File: src/rtl/fab_pkg.sv
package fab_pkg;
  localparam int unsigned FAB_BANKS   = 4;
  localparam int unsigned FAB_SELS    = 8;
  localparam int unsigned FAB_ADDR_W  = 16;
  localparam int unsigned FAB_DATA_W  = 8;
  localparam int unsigned FAB_CELL_AW = 2;

  typedef struct packed {
    logic vld;
    logic wr;
  } slot_ctl_t;
endpackage

File: src/rtl/fab_selector.sv
module fab_selector #(
  parameter int unsigned ADDR_W  = 16,
  parameter int unsigned DATA_W  = 8,
  parameter int unsigned CELL_AW = 2
) (
  input  logic                      clk,
  input  logic                      rst_n,
  input  logic                      cfg_load,
  input  logic [ADDR_W-CELL_AW-1:0] cfg_tag,
  input  logic                      cfg_en,
  input  logic                      valid,
  input  logic [ADDR_W-1:0]         addr,
  input  logic [DATA_W-1:0]         wdata,
  input  logic                      wr_go,
  output logic                      hit,
  output logic [DATA_W-1:0]         rdata
);
  localparam int unsigned NCELL = 1 << CELL_AW;
  localparam int unsigned TAG_W = ADDR_W - CELL_AW;

  logic              en_q, en_d;
  logic [TAG_W-1:0]  tag_q, tag_d;
  logic [DATA_W-1:0] cell_q [NCELL];
  logic [DATA_W-1:0] cell_d [NCELL];
  logic [CELL_AW-1:0] off;

  assign off   = addr[CELL_AW-1:0];
  assign hit   = valid && en_q && (addr[ADDR_W-1:CELL_AW] == tag_q);
  assign rdata = hit ? cell_q[off] : '0;

  always_comb begin
    en_d  = en_q;
    tag_d = tag_q;
    if (cfg_load) begin
      en_d  = cfg_en;
      tag_d = cfg_tag;
    end
  end

  always_comb begin
    for (int c = 0; c < NCELL; c++) cell_d[c] = cell_q[c];
    if (wr_go && hit) cell_d[off] = wdata;
  end

  always_ff @(posedge clk or negedge rst_n) begin
    if (!rst_n) begin
      en_q  <= 1'b0;
      tag_q <= '0;
    end else if (cfg_load) begin
      en_q  <= en_d;
      tag_q <= tag_d;
    end
  end

  always_ff @(posedge clk or negedge rst_n) begin
    if (!rst_n) begin
      for (int c = 0; c < NCELL; c++) cell_q[c] <= '0;
    end else if (wr_go && hit) begin
      for (int c = 0; c < NCELL; c++) cell_q[c] <= cell_d[c];
    end
  end

  for (genvar c = 0; c < NCELL; c++) begin : g_cell_chk
    assert_cell_hold_R7: assert property (@(posedge clk) disable iff (!rst_n)
      !(wr_go && hit && (off == CELL_AW'(c))) |=> $stable(cell_q[c]));
  end
endmodule

File: src/rtl/fab_front_pipe.sv
module fab_front_pipe import fab_pkg::*; #(
  parameter int unsigned ADDR_W = 16,
  parameter int unsigned DATA_W = 8,
  parameter int unsigned NSTG   = 2
) (
  input  logic              clk,
  input  logic              rst_n,
  input  logic              hold,
  input  logic              in_vld,
  input  logic              in_wr,
  input  logic [ADDR_W-1:0] in_addr,
  input  logic [DATA_W-1:0] in_data,
  output slot_ctl_t         out_ctl,
  output logic [ADDR_W-1:0] out_addr,
  output logic [DATA_W-1:0] out_data,
  output logic              busy
);
  slot_ctl_t         ctl_q  [NSTG];
  slot_ctl_t         ctl_d  [NSTG];
  logic [ADDR_W-1:0] addr_q [NSTG];
  logic [ADDR_W-1:0] addr_d [NSTG];
  logic [DATA_W-1:0] data_q [NSTG];
  logic [DATA_W-1:0] data_d [NSTG];

  always_comb begin
    ctl_d[0]  = '{vld: in_vld, wr: in_wr};
    addr_d[0] = in_addr;
    data_d[0] = in_data;
    for (int s = 1; s < NSTG; s++) begin
      ctl_d[s]  = ctl_q[s-1];
      addr_d[s] = addr_q[s-1];
      data_d[s] = data_q[s-1];
    end
  end

  always_ff @(posedge clk or negedge rst_n) begin
    if (!rst_n) begin
      for (int s = 0; s < NSTG; s++) ctl_q[s] <= '0;
    end else if (!hold) begin
      for (int s = 0; s < NSTG; s++) ctl_q[s] <= ctl_d[s];
    end
  end

  always_ff @(posedge clk) begin
    if (!hold) begin
      for (int s = 0; s < NSTG; s++) begin
        addr_q[s] <= addr_d[s];
        data_q[s] <= data_d[s];
      end
    end
  end

  always_comb begin
    busy = 1'b0;
    for (int s = 0; s < NSTG; s++) busy = busy | ctl_q[s].vld;
  end

  assign out_ctl  = ctl_q[NSTG-1];
  assign out_addr = addr_q[NSTG-1];
  assign out_data = data_q[NSTG-1];

  assert_front_hold_R10: assert property (@(posedge clk) disable iff (!rst_n)
    hold && out_ctl.vld |=> out_ctl.vld && $stable(out_addr) && $stable(out_data));
endmodule

File: src/rtl/fab_bank.sv
module fab_bank #(
  parameter int unsigned SELS    = 8,
  parameter int unsigned ADDR_W  = 16,
  parameter int unsigned DATA_W  = 8,
  parameter int unsigned CELL_AW = 2,
  localparam int unsigned SEL_IW = (SELS > 1) ? $clog2(SELS) : 1
) (
  input  logic                      clk,
  input  logic                      rst_n,
  input  logic                      stall,
  input  logic                      in_vld,
  input  logic                      in_wr,
  input  logic [ADDR_W-1:0]         in_addr,
  input  logic [DATA_W-1:0]         in_data,
  input  logic                      cfg_we,
  input  logic [SEL_IW-1:0]         cfg_sel,
  input  logic [ADDR_W-CELL_AW-1:0] cfg_tag,
  input  logic                      cfg_en,
  input  logic [SELS-1:0]           usr_wait,
  output logic [DATA_W-1:0]         rdata,
  output logic                      hit_any,
  output logic                      wait_req,
  output logic                      stage_vld
);
  logic              pv_q, pwr_q, pwaited_q;
  logic              pv_d, pwr_d, pwaited_d;
  logic [ADDR_W-1:0] paddr_q, paddr_d;
  logic [DATA_W-1:0] pdata_q, pdata_d;
  logic [SELS-1:0]   hit_v;
  logic [DATA_W-1:0] rd_v [SELS];
  logic              wr_go;

  always_comb begin
    pv_d      = pv_q;
    pwr_d     = pwr_q;
    paddr_d   = paddr_q;
    pdata_d   = pdata_q;
    pwaited_d = pv_q;
    if (!stall) begin
      pv_d      = in_vld;
      pwr_d     = in_wr;
      paddr_d   = in_addr;
      pdata_d   = in_data;
      pwaited_d = 1'b0;
    end
  end

  always_ff @(posedge clk or negedge rst_n) begin
    if (!rst_n) begin
      pv_q      <= 1'b0;
      pwr_q     <= 1'b0;
      pwaited_q <= 1'b0;
    end else begin
      pv_q      <= pv_d;
      pwr_q     <= pwr_d;
      pwaited_q <= pwaited_d;
    end
  end

  always_ff @(posedge clk) begin
    if (!stall) begin
      paddr_q <= paddr_d;
      pdata_q <= pdata_d;
    end
  end

  assign wr_go = pwr_q && !stall;

  for (genvar g = 0; g < SELS; g++) begin : g_sel
    fab_selector #(
      .ADDR_W (ADDR_W),
      .DATA_W (DATA_W),
      .CELL_AW(CELL_AW)
    ) u_sel (
      .clk     (clk),
      .rst_n   (rst_n),
      .cfg_load(cfg_we && (cfg_sel == SEL_IW'(g))),
      .cfg_tag (cfg_tag),
      .cfg_en  (cfg_en),
      .valid   (pv_q),
      .addr    (paddr_q),
      .wdata   (pdata_q),
      .wr_go   (wr_go),
      .hit     (hit_v[g]),
      .rdata   (rd_v[g])
    );
  end

  always_comb begin
    rdata = '0;
    for (int g = 0; g < SELS; g++) rdata = rdata | rd_v[g];
  end

  assign hit_any   = |hit_v;
  assign wait_req  = (hit_any && !pwaited_q) || (|(hit_v & usr_wait));
  assign stage_vld = pv_q;

  assert_stall_hold_R10: assert property (@(posedge clk) disable iff (!rst_n)
    stall && pv_q |=> pv_q && $stable(paddr_q) && $stable(pwr_q));

  assert_unhit_zero_R8: assert property (@(posedge clk) disable iff (!rst_n)
    !hit_any |-> rdata == '0);
endmodule

File: src/rtl/banked_bus_fabric.sv
module banked_bus_fabric import fab_pkg::*; #(
  parameter int unsigned NUM_BANKS     = FAB_BANKS,
  parameter int unsigned SELS_PER_BANK = FAB_SELS,
  parameter int unsigned ADDR_W        = FAB_ADDR_W,
  parameter int unsigned DATA_W        = FAB_DATA_W,
  parameter int unsigned CELL_AW       = FAB_CELL_AW
) (
  input  logic                                       clk,
  input  logic                                       rst_n,
  input  logic                                       req_valid,
  output logic                                       req_ready,
  input  logic                                       req_write,
  input  logic [ADDR_W-1:0]                          req_addr,
  input  logic [DATA_W-1:0]                          req_wdata,
  output logic                                       rsp_valid,
  output logic [DATA_W-1:0]                          rsp_rdata,
  input  logic [NUM_BANKS*SELS_PER_BANK-1:0]         usr_wait,
  input  logic                                       cfg_we,
  input  logic [$clog2(NUM_BANKS*SELS_PER_BANK)-1:0] cfg_idx,
  input  logic [ADDR_W-CELL_AW-1:0]                  cfg_tag,
  input  logic                                       cfg_en
);
  localparam int unsigned NSEL   = NUM_BANKS * SELS_PER_BANK;
  localparam int unsigned IDX_W  = $clog2(NSEL);
  localparam int unsigned SEL_IW = (SELS_PER_BANK > 1) ? $clog2(SELS_PER_BANK) : 1;
  localparam int unsigned BNK_IW = IDX_W - SEL_IW;

  slot_ctl_t         f_ctl;
  logic [ADDR_W-1:0] f_addr;
  logic [DATA_W-1:0] f_data;
  logic              f_busy;
  logic              stall, idle, cfg_ok;

  logic [NUM_BANKS-1:0] b_hit, b_wait, b_vld;
  logic [DATA_W-1:0]    b_rd [NUM_BANKS];
  logic [DATA_W-1:0]    or_rd;
  logic                 any_hit;

  slot_ctl_t         st2_q, st2_d;
  logic              st3_vld_q, st3_vld_d;
  logic              st3_hit_q, st3_hit_d;
  logic [DATA_W-1:0] st3_rd_q, st3_rd_d;

  assign stall     = |b_wait;
  assign req_ready = !stall;
  assign idle      = !f_busy && !st2_q.vld && !st3_vld_q && !req_valid;
  assign cfg_ok    = cfg_we && idle;

  fab_front_pipe #(
    .ADDR_W(ADDR_W),
    .DATA_W(DATA_W),
    .NSTG  (2)
  ) u_front (
    .clk     (clk),
    .rst_n   (rst_n),
    .hold    (stall),
    .in_vld  (req_valid),
    .in_wr   (req_write),
    .in_addr (req_addr),
    .in_data (req_wdata),
    .out_ctl (f_ctl),
    .out_addr(f_addr),
    .out_data(f_data),
    .busy    (f_busy)
  );

  for (genvar b = 0; b < NUM_BANKS; b++) begin : g_bank
    fab_bank #(
      .SELS   (SELS_PER_BANK),
      .ADDR_W (ADDR_W),
      .DATA_W (DATA_W),
      .CELL_AW(CELL_AW)
    ) u_bank (
      .clk      (clk),
      .rst_n    (rst_n),
      .stall    (stall),
      .in_vld   (f_ctl.vld),
      .in_wr    (f_ctl.wr),
      .in_addr  (f_addr),
      .in_data  (f_data),
      .cfg_we   (cfg_ok && (cfg_idx[IDX_W-1:SEL_IW] == BNK_IW'(b))),
      .cfg_sel  (cfg_idx[SEL_IW-1:0]),
      .cfg_tag  (cfg_tag),
      .cfg_en   (cfg_en),
      .usr_wait (usr_wait[b*SELS_PER_BANK +: SELS_PER_BANK]),
      .rdata    (b_rd[b]),
      .hit_any  (b_hit[b]),
      .wait_req (b_wait[b]),
      .stage_vld(b_vld[b])
    );
  end

  always_comb begin
    or_rd = '0;
    for (int b = 0; b < NUM_BANKS; b++) or_rd = or_rd | b_rd[b];
  end
  assign any_hit = |b_hit;

  always_comb begin
    st2_d     = st2_q;
    st3_vld_d = st3_vld_q;
    st3_hit_d = st3_hit_q;
    st3_rd_d  = st3_rd_q;
    if (!stall) begin
      st2_d     = f_ctl;
      st3_vld_d = st2_q.vld;
      st3_hit_d = any_hit;
      st3_rd_d  = st2_q.wr ? '0 : or_rd;
    end
  end

  always_ff @(posedge clk or negedge rst_n) begin
    if (!rst_n) begin
      st2_q     <= '0;
      st3_vld_q <= 1'b0;
      st3_hit_q <= 1'b0;
    end else begin
      st2_q     <= st2_d;
      st3_vld_q <= st3_vld_d;
      st3_hit_q <= st3_hit_d;
    end
  end

  always_ff @(posedge clk) begin
    if (!stall) st3_rd_q <= st3_rd_d;
  end

  assign rsp_valid = st3_vld_q && !stall;
  assign rsp_rdata = st3_rd_q;

  assert_auto_wait_R5: assert property (@(posedge clk) disable iff (!rst_n)
    st2_q.vld && any_hit && $past(!stall) |-> stall);

  assert_miss_zero_R4: assert property (@(posedge clk) disable iff (!rst_n)
    st3_vld_q && !st3_hit_q |-> st3_rd_q == '0);

  assert_banks_agree_R10: assert property (@(posedge clk) disable iff (!rst_n)
    b_vld == {NUM_BANKS{st2_q.vld}});
endmodule

File: config.mk
export PLATFORM = sky130hd
export DESIGN_NAME = banked_bus_fabric
export DESIGN_NICKNAME = d
export VERILOG_FILES = /design/src/rtl/fab_pkg.sv /design/src/rtl/fab_selector.sv /design/src/rtl/fab_front_pipe.sv /design/src/rtl/fab_bank.sv /design/src/rtl/banked_bus_fabric.sv
export SDC_FILE = /design/constraint.sdc
export NUM_CORES = 2
export LEC_CHECK = 0
export CORE_ASPECT_RATIO = 0.9
export CORE_MARGIN = 1.5
export CORE_UTILIZATION = 62
export CTS_CLUSTER_SIZE = 30
export DETAILED_ROUTE_END_ITERATION = 8
export GPL_TIMING_DRIVEN = 0
export PLACE_DENSITY = 0.79
export SLEW_MARGIN = 20
export SYNTH_ARGS = -nofsm -noshare
export SYNTH_HDL_FRONTEND = slang
export SYNTH_SLANG_ARGS = --single-unit
File: constraint.sdc
create_clock -name clk -period 14.4 [get_ports clk]
set_clock_uncertainty 0.2 [all_clocks]
set_input_delay 4.32 -clock clk [delete_from_list [all_inputs] [get_ports clk]]
set_output_delay 4.32 -clock clk [all_outputs]
set_load 0.01 [all_outputs]
==> results.cfg <==
[critical_path]
crit_fanout = 43
arrival_ns = 8.87
end_kind = output port
worst-setup-path-type = primary input to output port
start_kind = primary input
cp.required_ns = 9.88

[global_routing]
grt_pass1_wl_mm = 383.2
grt_pass1_vias = 50720
antenna_found_initial = 19
grt_max_degree = 154
gr-usage-all-layers_pct = 42.71
grt_overflow = 0

[clock_network]
cts_setup_buffers = 0
cts_tree = built
h-tree-depth = 4
clkSlewWorstSetupHoldPaths_ns = 0.06
cts_buffers = 160
clk_latency_ns = 0.83
cts_hold_repair.buffers = 0
cts.path.max_buffers = 3
cts_root_buf = clkbuf_16
clock-sinks = 1592
cts_resized = 0

[finish]
drive_above_1_share_pct = 43.97
num-nets-final = 5408
area_growth_pct = 11.89
post_layout_nonfiller_instances = 7156

[timing]
report.final.hold_viol_count = 0
finalCritPeriodShare_pct = 93.01
min_period_ns = 13.39
hold-worst-slack_ns = 0.2120
max-slew-margin-rel_pct = 16.11
drv_slew = 0
setup-violations-final = 0
setup_tns_ns = 0
worstMarginPinSlew_ns = 1.258
max_freq_mhz = 74.66
rsz0062_at_grt = false

[worst_hold_path]
min_path_type = register to register

[yosys]
synth_edf_count = 80
synth_top_family_by_area = multiplexers
synthMuxAreaShare_pct = 31.87
seq_area_frac_synth_pct = 51.31
synth_top_area_cell = dfrtp_1
synth_top_area_share_pct = 48.24
synth.avg_cell_area_um2 = 15.55
synth_warnings = 0
ys_ff_latch = 1592
ys_types = 66
synth_fp_nets = 5125
synth-xor-area-share_pct = 5.073
ys_top_cells_by_area = dfrtp_1, mux2_2, mux2_4
synth_simple_gate_area_share_pct = 7.827
synthTopCellsByCount = dfrtp_1, mux2_2, mux2_4
synth_compound_area_share_pct = 1.390
netlist_instances = 5044
synthesis.area_mm2 = 0.07843
synthArstFlopShare_pct = 94.97
yosysMostFrequentCell = dfrtp_1
synthAdderAreaFrac_pct = 0
synthFlopType = dfrtp_1

[placement]
place_congestion = 1.039
place.port_buffers = 87
numPlacedInstances = 6851
dpl.hpwl_mm = 187.7

[pwr]
leakagePower_nw = 40.01
p_switching_w = 0.002324
power.total_w = 0.009502
p_int_w = 0.007178
peakVddDrop_v = 0.0001145
combPwrFrac_pct = 6.5
pwr-share-seq_pct = 48.0
pwr-share-clk_pct = 45.5
powerDensity_mw_per_mm2 = 108.3
p_sw_share_pct = 24.46

[die]
die-area_mm2 = 0.1286
io_pins = 91
num_rows = 123
coreArea_mm2 = 0.1253
initial_core_util_pct = 62.61
dieHeight_um = 340.4
die_w_um = 377.9

[detailed_routing]
post_drt_wl_per_cell_um = 37.82
viasPerCell = 7.077
drc = 0
drt_iter0_drc = 6724
num_vias = 50640
firstDrtPassIters = 8
ant_nets = 0
wl_mm = 270.6

[run]
max-cap-violations = 0

[run_status]
status = finished clean
[worst paths after layout]
kind	startpoint	to	slack, ns	cells past startpoint
max	usr_wait[13]	req_ready	1.01	10
min	u_front.addr_q[0][7]	u_front.addr_q[1][7]	0.21	0
max reg2reg	g_bank[1].u_bank.stage_vld	g_bank[2].u_bank.g_sel[7].u_sel.cell_q[0]	7.96	12
min reg2reg	u_front.addr_q[0][7]	u_front.addr_q[1][7]	0.21	0
max in group asynchronous	rst_n	g_bank[3].u_bank.g_sel[1].u_sel.cell_q[26]	8.17	5
min in group asynchronous	rst_n	g_bank[3].u_bank.g_sel[7].u_sel.tag_q[11]	3.14	1
[routing by layer]
layer	wire (um)	part of all wire, %	global-route usage (%)	vias to the layer above
met5	153	0.057	0	-
met4	15420	5.7	20.57	24
met3	42580	16	21.99	836
met2	107100	40	55.27	3509
met1	105400	39	58.92	26920
li1	-	-	-	19360
[layout by cell type (no fill, tap or decap), types with 12 or more instances in the layout]
| master | instances |
|---|---|
| nor3_1 | 24 |
| nand4_1 | 94 |
| a22oi_1 | 88 |
| mux4_2 | 256 |
| and4_1 | 13 |
| buf_6 | 46 |
| or4_1 | 21 |
| buf_8 | 13 |
| nor4_1 | 125 |
| clkbuf_2 | 37 |
| dfrtp_1 | 1512 |
| clkbuf_1 | 253 |
| nand4_4 | 12 |
| nor4b_4 | 17 |
| nor4b_1 | 25 |
| nor2_1 | 55 |
| mux2_4 | 592 |
| xnor2_1 | 99 |
| edfxtp_1 | 80 |
| clkbuf_16 | 167 |
| buf_16 | 16 |
| nand2_1 | 61 |
| buf_2 | 54 |
| buf_4 | 29 |
| nand3_1 | 17 |
| xor2_1 | 346 |
| mux2_2 | 915 |
| clkinv_2 | 33 |
| clkdlybuf4s50_1 | 86 |
| nor2b_1 | 39 |
| a21oi_1 | 38 |
| clkbuf_8 | 31 |
| nor4_4 | 101 |
[state kept, by name, summed over array words and instances (netlist names)]
signal,flops
u_front.out_ctl,2
rsp_rdata,8
st3_vld_q,1
g_bank.u_bank.pwr_q,1
g_bank.u_bank.g_sel.u_sel.en_q,32
u_front.addr_q,32
g_bank.u_bank.g_sel.u_sel.tag_q,448
u_front.data_q,16
g_bank.u_bank.paddr_q,16
g_bank.u_bank.g_sel.u_sel.cell_q,1024
u_front.ctl_d,2
g_bank.u_bank.pwaited_q,1
g_bank.u_bank.stage_vld,1
g_bank.u_bank.pdata_q,8
[area by class of cell]
class                      instances  area (um2)
antenna                           11       27.53
buffer                           380        2057
clock buffer                     237        4752
clock inverter                    56       600.6
fill                            8335       37520
inverter                           4       15.01
multi-input combinational       3068       36430
sequential                      1592       40240
tap                             1687        2111
timing repair buffer             121        1521
[power groups by stage]
stage          Clock (W)  Sequential (W)  Combinational (W)
4_1_cts          0.00431         0.00456           0.000595
5_1_grt          0.00450         0.00456           0.000636
3_3_place_gp           0         0.00467           0.000568
2_1_floorplan          0         0.00464           0.000263
6_report         0.00433         0.00456           0.000617
3_5_place_dp           0         0.00464           0.000592
[kinds of logic after synthesis]
kind of cell	Yosys count
compound gates	157
xor+xnor	450
buf+inv	384
flops	1592
mux	1766
simple gates	695
[stage by stage]
stage / setup WS, ns / cell area [um2] / utilization, %
floorplan: 2.575 / 78430 / -
global placement: -58.95 / 81410 / 64.99
detailed placement: 1.251 / 82320 / 65.71
CTS: 1.251 / 87680 / 69.99
global route: 1.106 / 87720 / 70.03
finish: 1.006 / 87750 / 70.05
[critical path: stages]
cell and delay (ns):
clkdlybuf4s50_1 0.45, nor4b_1 0.17, nand4_1 0.13, o21ai_0 0.27, a311oi_1 0.71, nand4_1 0.36
nor4_1 0.75, and2_4 0.73, buf_16 0.33, clkdlybuf4s50_1 0.60
(Power assumes the default switching activity.)
